**config.mk**
```make
export PLATFORM = sky130hd
export DESIGN_NAME = updn_wiper_ctrl
export DESIGN_NICKNAME = d
export VERILOG_FILES = /design/src/rtl/wiper_pkg.sv /design/src/rtl/wiper_sync.sv /design/src/rtl/wiper_nvcell.sv /design/src/rtl/wiper_ctl.sv /design/src/rtl/wiper_decode.sv /design/src/rtl/updn_wiper_ctrl.sv
export SDC_FILE = /design/constraint.sdc
export NUM_CORES = 1
export LEC_CHECK = 0
export BUFFER_PORTS_ARGS = -buffer_cell sky130_fd_sc_hd__buf_2
export CAP_MARGIN = 20
export CELL_PAD_IN_SITES_DETAIL_PLACEMENT = 2
export CELL_PAD_IN_SITES_GLOBAL_PLACEMENT = 2
export CORE_ASPECT_RATIO = 1.1
export CORE_MARGIN = 5
export CORE_UTILIZATION = 32
export DETAILED_ROUTE_END_ITERATION = 10
export HOLD_SLACK_MARGIN = 0.06
export PLACE_DENSITY = 0.95
export SLEW_MARGIN = 10
export SYNTH_ARGS = -nofsm -noshare
export SYNTH_HDL_FRONTEND = slang
export SYNTH_SLANG_ARGS = --single-unit
export TNS_END_PERCENT = 30
```
**constraint.sdc**
```tcl
create_clock -name clk -period 3.6 [get_ports clk]
set_clock_uncertainty 0.15 [all_clocks]
set_input_delay 1.08 -clock clk [delete_from_list [all_inputs] [get_ports clk]]
set_output_delay 1.08 -clock clk [all_outputs]
set_load 0.01 [all_outputs]
```
**src/rtl/wiper_pkg.sv**
```systemverilog
package wiper_pkg;

  // Synchronized control pins as seen inside the clock domain.
  typedef struct packed {
    logic sel_n;
    logic inc;
    logic up;
  } ctl_pins_t;

  // Convert a time limit in ns into clock cycles, rounded up, at least one.
  function automatic int ns_to_cyc(input int t_ns, input int clk_ns);
    int c;
    c = (t_ns + clk_ns - 1) / clk_ns;
    return (c < 1) ? 1 : c;
  endfunction

endpackage

```
**src/rtl/wiper_sync.sv**
```systemverilog
module wiper_sync #(
  parameter int              W       = 3,
  parameter int              STAGES  = 2,
  parameter logic [W-1:0]    RST_VAL = '0
) (
  input  logic         clk,
  input  logic         rst_n,
  input  logic [W-1:0] d,
  output logic [W-1:0] q
);

  for (genvar b = 0; b < W; b++) begin : g_bit
    logic [STAGES-1:0] chain_q;
    logic [STAGES-1:0] chain_d;

    if (STAGES > 1) begin : g_deep
      assign chain_d = {chain_q[STAGES-2:0], d[b]};
    end else begin : g_single
      assign chain_d = d[b];
    end

    always_ff @(posedge clk or negedge rst_n) begin
      if (!rst_n) chain_q <= {STAGES{RST_VAL[b]}};
      else        chain_q <= chain_d;
    end

    assign q[b] = chain_q[STAGES-1];
  end

endmodule

```
**src/rtl/wiper_nvcell.sv**
```systemverilog
module wiper_nvcell #(
  parameter int DW     = 7,
  parameter int WR_CYC = 4
) (
  input  logic          clk,
  input  logic          rst_n,
  input  logic          wr_req,
  input  logic [DW-1:0] wr_data,
  output logic          busy,
  output logic [DW-1:0] rd_data
);

  localparam int CW = $clog2(WR_CYC + 1);

  logic          busy_q, busy_d;
  logic [CW-1:0] cnt_q, cnt_d;
  logic [DW-1:0] snap_q;
  logic [DW-1:0] cell_q;
  logic          accept;
  logic          commit;

  assign accept = wr_req & ~busy_q;
  assign commit = busy_q & (cnt_q == CW'(WR_CYC - 1));

  always_comb begin
    busy_d = busy_q;
    cnt_d  = cnt_q;
    if (busy_q) cnt_d = cnt_q + CW'(1);
    if (commit) busy_d = 1'b0;
    if (accept) begin
      busy_d = 1'b1;
      cnt_d  = '0;
    end
  end

  always_ff @(posedge clk or negedge rst_n) begin
    if (!rst_n) begin
      busy_q <= 1'b0;
      cnt_q  <= '0;
      snap_q <= '0;
    end else begin
      busy_q <= busy_d;
      cnt_q  <= cnt_d;
      if (accept) snap_q <= wr_data;
    end
  end

  // Retained cell: deliberately outside reset so its content survives power-up.
  always_ff @(posedge clk) begin
    if (commit) cell_q <= snap_q;
  end

  assign busy    = busy_q;
  assign rd_data = cell_q;

  // the cell is only written at the end of an active store.
  a_r6_cell_quiet: assert property (@(posedge clk) disable iff (!rst_n)
    !busy_q |=> $stable(cell_q));

  // a request arriving mid-store does not restart the write timer.
  a_r10_no_restart: assert property (@(posedge clk) disable iff (!rst_n)
    (busy_q && !commit) |=> (busy_q && cnt_q == $past(cnt_q) + CW'(1)));

endmodule

```
**src/rtl/wiper_ctl.sv**
```systemverilog
module wiper_ctl #(
  parameter int POS_W   = 7,
  parameter int TAPS    = 128,
  parameter int HI_CYC  = 63,
  parameter int PUD_CYC = 250
) (
  input  logic             clk,
  input  logic             rst_n,
  input  wiper_pkg::ctl_pins_t pins,
  input  logic             nv_busy,
  input  logic [POS_W-1:0] nv_data,
  output logic             store_req,
  output logic [POS_W-1:0] pos
);

  localparam int               HW      = $clog2(HI_CYC + 1);
  localparam int               RW      = $clog2(PUD_CYC + 1);
  localparam logic [POS_W-1:0] POS_MAX = POS_W'(TAPS - 1);

  logic             sel_p_q, inc_p_q;
  logic [HW-1:0]    hi_cnt_q, hi_cnt_d;
  logic             rec_q, rec_d;
  logic [RW-1:0]    rec_cnt_q, rec_cnt_d;
  logic [POS_W-1:0] pos_q, pos_d;

  logic fall, desel, hold, wide_hi, step, recall_fire;

  assign fall        = inc_p_q & ~pins.inc;
  assign desel       = ~sel_p_q & pins.sel_n;
  assign hold        = rec_q | nv_busy;
  assign wide_hi     = (hi_cnt_q >= HW'(HI_CYC));
  assign step        = fall & ~pins.sel_n & ~hold & wide_hi;
  assign store_req   = desel & pins.inc & ~hold;
  assign recall_fire = rec_q & (rec_cnt_q == RW'(PUD_CYC - 1));

  always_comb begin
    hi_cnt_d = '0;
    if (pins.inc) hi_cnt_d = wide_hi ? hi_cnt_q : hi_cnt_q + HW'(1);
  end

  always_comb begin
    rec_d     = rec_q;
    rec_cnt_d = rec_cnt_q;
    if (rec_q) rec_cnt_d = rec_cnt_q + RW'(1);
    if (recall_fire) rec_d = 1'b0;
  end

  always_comb begin
    pos_d = pos_q;
    if (recall_fire) begin
      pos_d = nv_data;
    end else if (step) begin
      if (pins.up) begin
        if (pos_q != POS_MAX) pos_d = pos_q + POS_W'(1);
      end else begin
        if (pos_q != '0) pos_d = pos_q - POS_W'(1);
      end
    end
  end

  always_ff @(posedge clk or negedge rst_n) begin
    if (!rst_n) begin
      sel_p_q   <= 1'b1;
      inc_p_q   <= 1'b1;
      hi_cnt_q  <= '0;
      rec_q     <= 1'b1;
      rec_cnt_q <= '0;
      pos_q     <= '0;
    end else begin
      sel_p_q   <= pins.sel_n;
      inc_p_q   <= pins.inc;
      hi_cnt_q  <= hi_cnt_d;
      rec_q     <= rec_d;
      rec_cnt_q <= rec_cnt_d;
      pos_q     <= pos_d;
    end
  end

  assign pos = pos_q;

  // outside a recall the position moves by at most one tap per cycle.
  a_r2_single_step: assert property (@(posedge clk) disable iff (!rst_n)
    !recall_fire |=> (pos_q == $past(pos_q) || pos_q == $past(pos_q) + POS_W'(1)
                      || pos_q == $past(pos_q) - POS_W'(1)));

  // saturation at the top end.
  a_r4_top_sat: assert property (@(posedge clk) disable iff (!rst_n)
    (pos_q == POS_MAX && pins.up && !recall_fire) |=> pos_q == POS_MAX);

  // saturation at the bottom end.
  a_r4_bot_sat: assert property (@(posedge clk) disable iff (!rst_n)
    (pos_q == '0 && !pins.up && !recall_fire) |=> pos_q == '0);

  // deselected means frozen.
  a_r5_standby_hold: assert property (@(posedge clk) disable iff (!rst_n)
    (pins.sel_n && !recall_fire) |=> $stable(pos_q));

  // store in progress freezes the position.
  a_r10_busy_freeze: assert property (@(posedge clk) disable iff (!rst_n)
    (nv_busy && !recall_fire) |=> $stable(pos_q));

  // recall window keeps position at zero and blocks stores.
  a_r1_recall_quiet: assert property (@(posedge clk) disable iff (!rst_n)
    rec_q |-> (pos_q == '0 && !store_req));

endmodule

```
**src/rtl/wiper_decode.sv**
```systemverilog
module wiper_decode #(
  parameter int TAPS  = 128,
  parameter int POS_W = 7
) (
  input  logic [POS_W-1:0] pos,
  output logic [TAPS-1:0]  sel
);

  for (genvar i = 0; i < TAPS; i++) begin : g_tap
    assign sel[i] = (pos == POS_W'(i));
  end

endmodule

```
**src/rtl/updn_wiper_ctrl.sv**
```systemverilog
module updn_wiper_ctrl #(
  parameter int CLK_PERIOD_NS  = 4,
  parameter int T_STROBE_HI_NS = 250,
  parameter int T_POWERUP_NS   = 1_000_000,
  parameter int T_STORE_NS     = 15_000_000,
  parameter int TAPS           = 128,
  parameter int SYNC_STAGES    = 2
) (
  input  logic                     clk,
  input  logic                     rst_n,
  input  logic                     sel_n,
  input  logic                     inc_strobe,
  input  logic                     dir_up,
  output logic [$clog2(TAPS)-1:0]  wiper_pos,
  output logic [TAPS-1:0]          tap_sel,
  output logic                     store_busy
);

  localparam int POS_W     = $clog2(TAPS);
  localparam int HI_CYC    = wiper_pkg::ns_to_cyc(T_STROBE_HI_NS, CLK_PERIOD_NS);
  localparam int PUD_CYC   = wiper_pkg::ns_to_cyc(T_POWERUP_NS, CLK_PERIOD_NS);
  localparam int STORE_CYC = wiper_pkg::ns_to_cyc(T_STORE_NS, CLK_PERIOD_NS);

  wiper_pkg::ctl_pins_t pins_s;
  logic [2:0]           pins_raw;
  logic [2:0]           pins_sync;
  logic                 store_req;
  logic                 nv_busy;
  logic [POS_W-1:0]     nv_data;
  logic [POS_W-1:0]     pos;

  assign pins_raw = {sel_n, inc_strobe, dir_up};
  assign pins_s   = wiper_pkg::ctl_pins_t'(pins_sync);

  wiper_sync #(.W(3), .STAGES(SYNC_STAGES), .RST_VAL(3'b110)) u_sync (
    .clk   (clk),
    .rst_n (rst_n),
    .d     (pins_raw),
    .q     (pins_sync)
  );

  wiper_ctl #(.POS_W(POS_W), .TAPS(TAPS), .HI_CYC(HI_CYC), .PUD_CYC(PUD_CYC)) u_ctl (
    .clk       (clk),
    .rst_n     (rst_n),
    .pins      (pins_s),
    .nv_busy   (nv_busy),
    .nv_data   (nv_data),
    .store_req (store_req),
    .pos       (pos)
  );

  wiper_nvcell #(.DW(POS_W), .WR_CYC(STORE_CYC)) u_nv (
    .clk     (clk),
    .rst_n   (rst_n),
    .wr_req  (store_req),
    .wr_data (pos),
    .busy    (nv_busy),
    .rd_data (nv_data)
  );

  wiper_decode #(.TAPS(TAPS), .POS_W(POS_W)) u_dec (
    .pos (pos),
    .sel (tap_sel)
  );

  assign wiper_pos  = pos;
  assign store_busy = nv_busy;

  // tap select one-hot and aligned with the binary position.
  a_r9_onehot: assert property (@(posedge clk) disable iff (!rst_n)
    ($countones(tap_sel) == 1) && tap_sel[wiper_pos]);

endmodule

```
==> results.yml <==
outcome:
  status: "finished clean"
grt:
  grt_start_max_net_pins: 71
  gr-total-overflow: 0
  grt_use_total: 0.202
  grt_pass1_vias: 4448
  grt_pass1_wl_um: 25500
  antenna_found_initial: 0
routing:
  drtPass1Iterations: 4
  antenna_left: 0
  vias: 3965
  drc: 0
  drt_first_iter_violations: 130
  vias_per_cell: 5.12
  wl_per_cell_um: 20.8
  routed_wl_um: 16100
placed_design:
  dp_worst_setup_slack_ps: 629
  gp_congestion: 0.797
  port_buffers: 140
  hpwl_um: 12200
setup_path:
  cp.arrival_ps: 2090
  ff2ff_path_depth: 6
  crit_path_end_kind: "output port"
  startpoint: "u_ctl.pos[4]"
  cp.required_ps: 2370
  criticalPathCategory: "reg -> out"
  startpoint_type: "register"
  path_max_fanout: 16
  reg2reg_from: "u_ctl.pos[4]"
logic_synthesis:
  yosysWarningCount: 0
  syn_area_um2: 4280
  syn_nets: 491
  async_reset_ff_frac: 0.909
  synth-seq-cells: 77
  synthCells: 479
  synth_enable_flop_cells: 7
  syn_area_per_cell_um2: 8.93
  ys.flop_type: "dfrtp_1"
  yosysUniqueCellTypes: 55
  seq_area_frac_synth: 0.461
final_layout:
  fillers: 1479
  n_antenna_cell: 0
  final_layout_size_suffix_gt1_frac: 0.306
  multiInputGateArea_um2: 2130
  layout_common_cells: "nor2_1 (161), buf_2 (140), dfrtp_1 (63)"
  area_growth_pct: 25.9
  regArea_um2: 1970
  layout_commonest_cell: "nor2_1"
  layout.nets: 621
power:
  power.density_nw_per_um2: 381
  p_leak_nw: 2.66
  ir_drop_v: 0.000198
  power.total_mw: 2.05
clocking:
  cts_root_buf: "clkbuf_16"
  htree_levels: 3
  clockBufferDepth: 2
  insertion_delay_ps: 340
  cts_setup_buffers: 0
  cts_tree: "done"
  cts_sinks: 77
  cts_hold_buf: 0
  ctsResizeCount: 0
  numCtsBuffers: 9
  path_clk_slew_ps: 60
sta:
  finalHoldViolCount: 0
  rsz0062_at_grt: "no"
  final.setup.tns_ps: 0
  setup_ws_ps: 278
  final_max_slew_viol_count: 0
  max_slew.worst_pin.slew_ps: 901
  slew_headroom: 0.400
  layout_min_cycle_time_ps: 3320
  fmax_mhz: 301
  setup_violations: 0
  min_period_over_period: 0.923
die:
  num_rows: 44
  fp.coreArea_um2: 13200
  pin_count: 141
  initial_core_util: 0.325
  dieArea_um2: 15800
  die_w_um: 120
  die_h_um: 131
hold_path:
  min_delay_path_depth: 0
  hold_path_class: "reg -> reg"
  hold_start: "u_sync.g_bit[1].chain_q[0]"
flow_run:
  maxCapViolations: 0
registers in the layout (all words and copies together) (netlist names):
register / cells
u_nv.cnt_q: 22
u_ctl.rec_cnt_q: 18
u_ctl.pos: 7
u_nv.rd_data: 7
u_nv.snap_q: 7
u_ctl.hi_cnt_q: 6
u_sync.g_bit.chain_q: 6
u_ctl.inc_p_q: 1
u_ctl.rec_q: 1
u_ctl.sel_p_q: 1
u_nv.busy: 1
worst max-delay path, cell delays in order (launching register included):
cell and delay (ps):
dfrtp_1 610, nand3b_1 620, nor2_1 340, buf_2 180
report_power, final:
group	internal (mW)	total [mW]	switching, mW	leakage, nW
clock	0.574	0.928	0.353	0.152
sequential	0.918	0.980	0.0613	0.982
combinational	0.0500	0.142	0.0925	1.53
per-stage QoR:
| stage | instance area (µm²) | utilization | hold WS [ps] | cells |
|---|---|---|---|---|
| 2_1_floorplan | 4280 | - | 181 | 479 |
| 3_3_place_gp | 5080 | 0.386 | 186 | 759 |
| 3_5_place_dp | 5080 | 0.386 | 197 | 759 |
| 4_1_cts | 5390 | 0.409 | 201 | 775 |
| 5_1_grt | 5390 | 0.409 | 211 | 775 |
| 6_report | 5390 | 0.409 | 197 | 775 |
routing by layer:
metal	vias to the layer above	wire, µm	track usage
li1	1842	-	-
met1	1993	6310	0.219
met4	0	136	0.0441
met3	11	884	0.0408
met2	119	8810	0.399
met5	-	0	0
synthesized netlist by cell type, types with 2 or more instances:
cell type	count	area [µm²]
buf_4	2	15.0
clkbuf_1	14	52.6
mux2_1	5	56.3
nand2b_1	2	12.5
nand3_2	2	20.0
nor4_2	2	25.0
or3_1	4	25.0
inv_1	7	26.3
and3_1	9	56.3
xnor2_1	22	193
nand4_1	11	68.8
nor2b_1	3	18.8
buf_6	3	33.8
and2_1	4	25.0
nor4_1	8	50.1
nor3_1	5	25.0
nor4_4	2	42.5
dfrtp_1	63	1580
nand3_1	16	80.1
xor2_1	20	175
mux2i_1	5	50.1
dfstp_2	7	184
buf_2	6	30.0
nand2_1	31	116
nand3b_1	6	45.0
edfxtp_1	7	210
ha_1	7	87.6
a21oi_1	11	55.1
nor2_1	161	604
mux2_2	3	33.8
o21ai_0	6	30.0
nor4b_1	2	17.5
worst paths after layout:
| kind | to | slack (ps) |
|---|---|---|
| worst max-delay path | tap_sel[63] | 280 |
| worst min-delay path | u_sync.g_bit[1].chain_q[1] | 200 |
| worst max register to register | u_ctl.pos[0] | 1040 |
| worst min register to register | u_sync.g_bit[1].chain_q[1] | 200 |
| max in group asynchronous | u_ctl.pos[2] | 1910 |
| min in group asynchronous | u_ctl.rec_cnt_q[5] | 810 |
cell families (layout without fill, tap and decap cells):
| family | Yosys count | count (layout) | share of synthesized area |
|---|---|---|---|
| xor+xnor | 42 | 42 | 0.0860 |
| buf+inv | 34 | 169 | 0.0424 |
| compound gates | 23 | 23 | 0.0331 |
| fa+ha+maj | 7 | 7 | 0.0205 |
| mux | 14 | 14 | 0.0363 |
| flops | 77 | 77 | 0.461 |
| simple gates | 282 | 282 | 0.321 |
layout make-up:
type	count	area share
clock inverter	5	0.0105
timing repair buffer	146	0.138
clock buffer	11	0.0469
tap	161	0.0374
inverter	7	0.00488
multi-input combinational	368	0.396
sequential	77	0.366
Power figures use the tool's default switching activity.
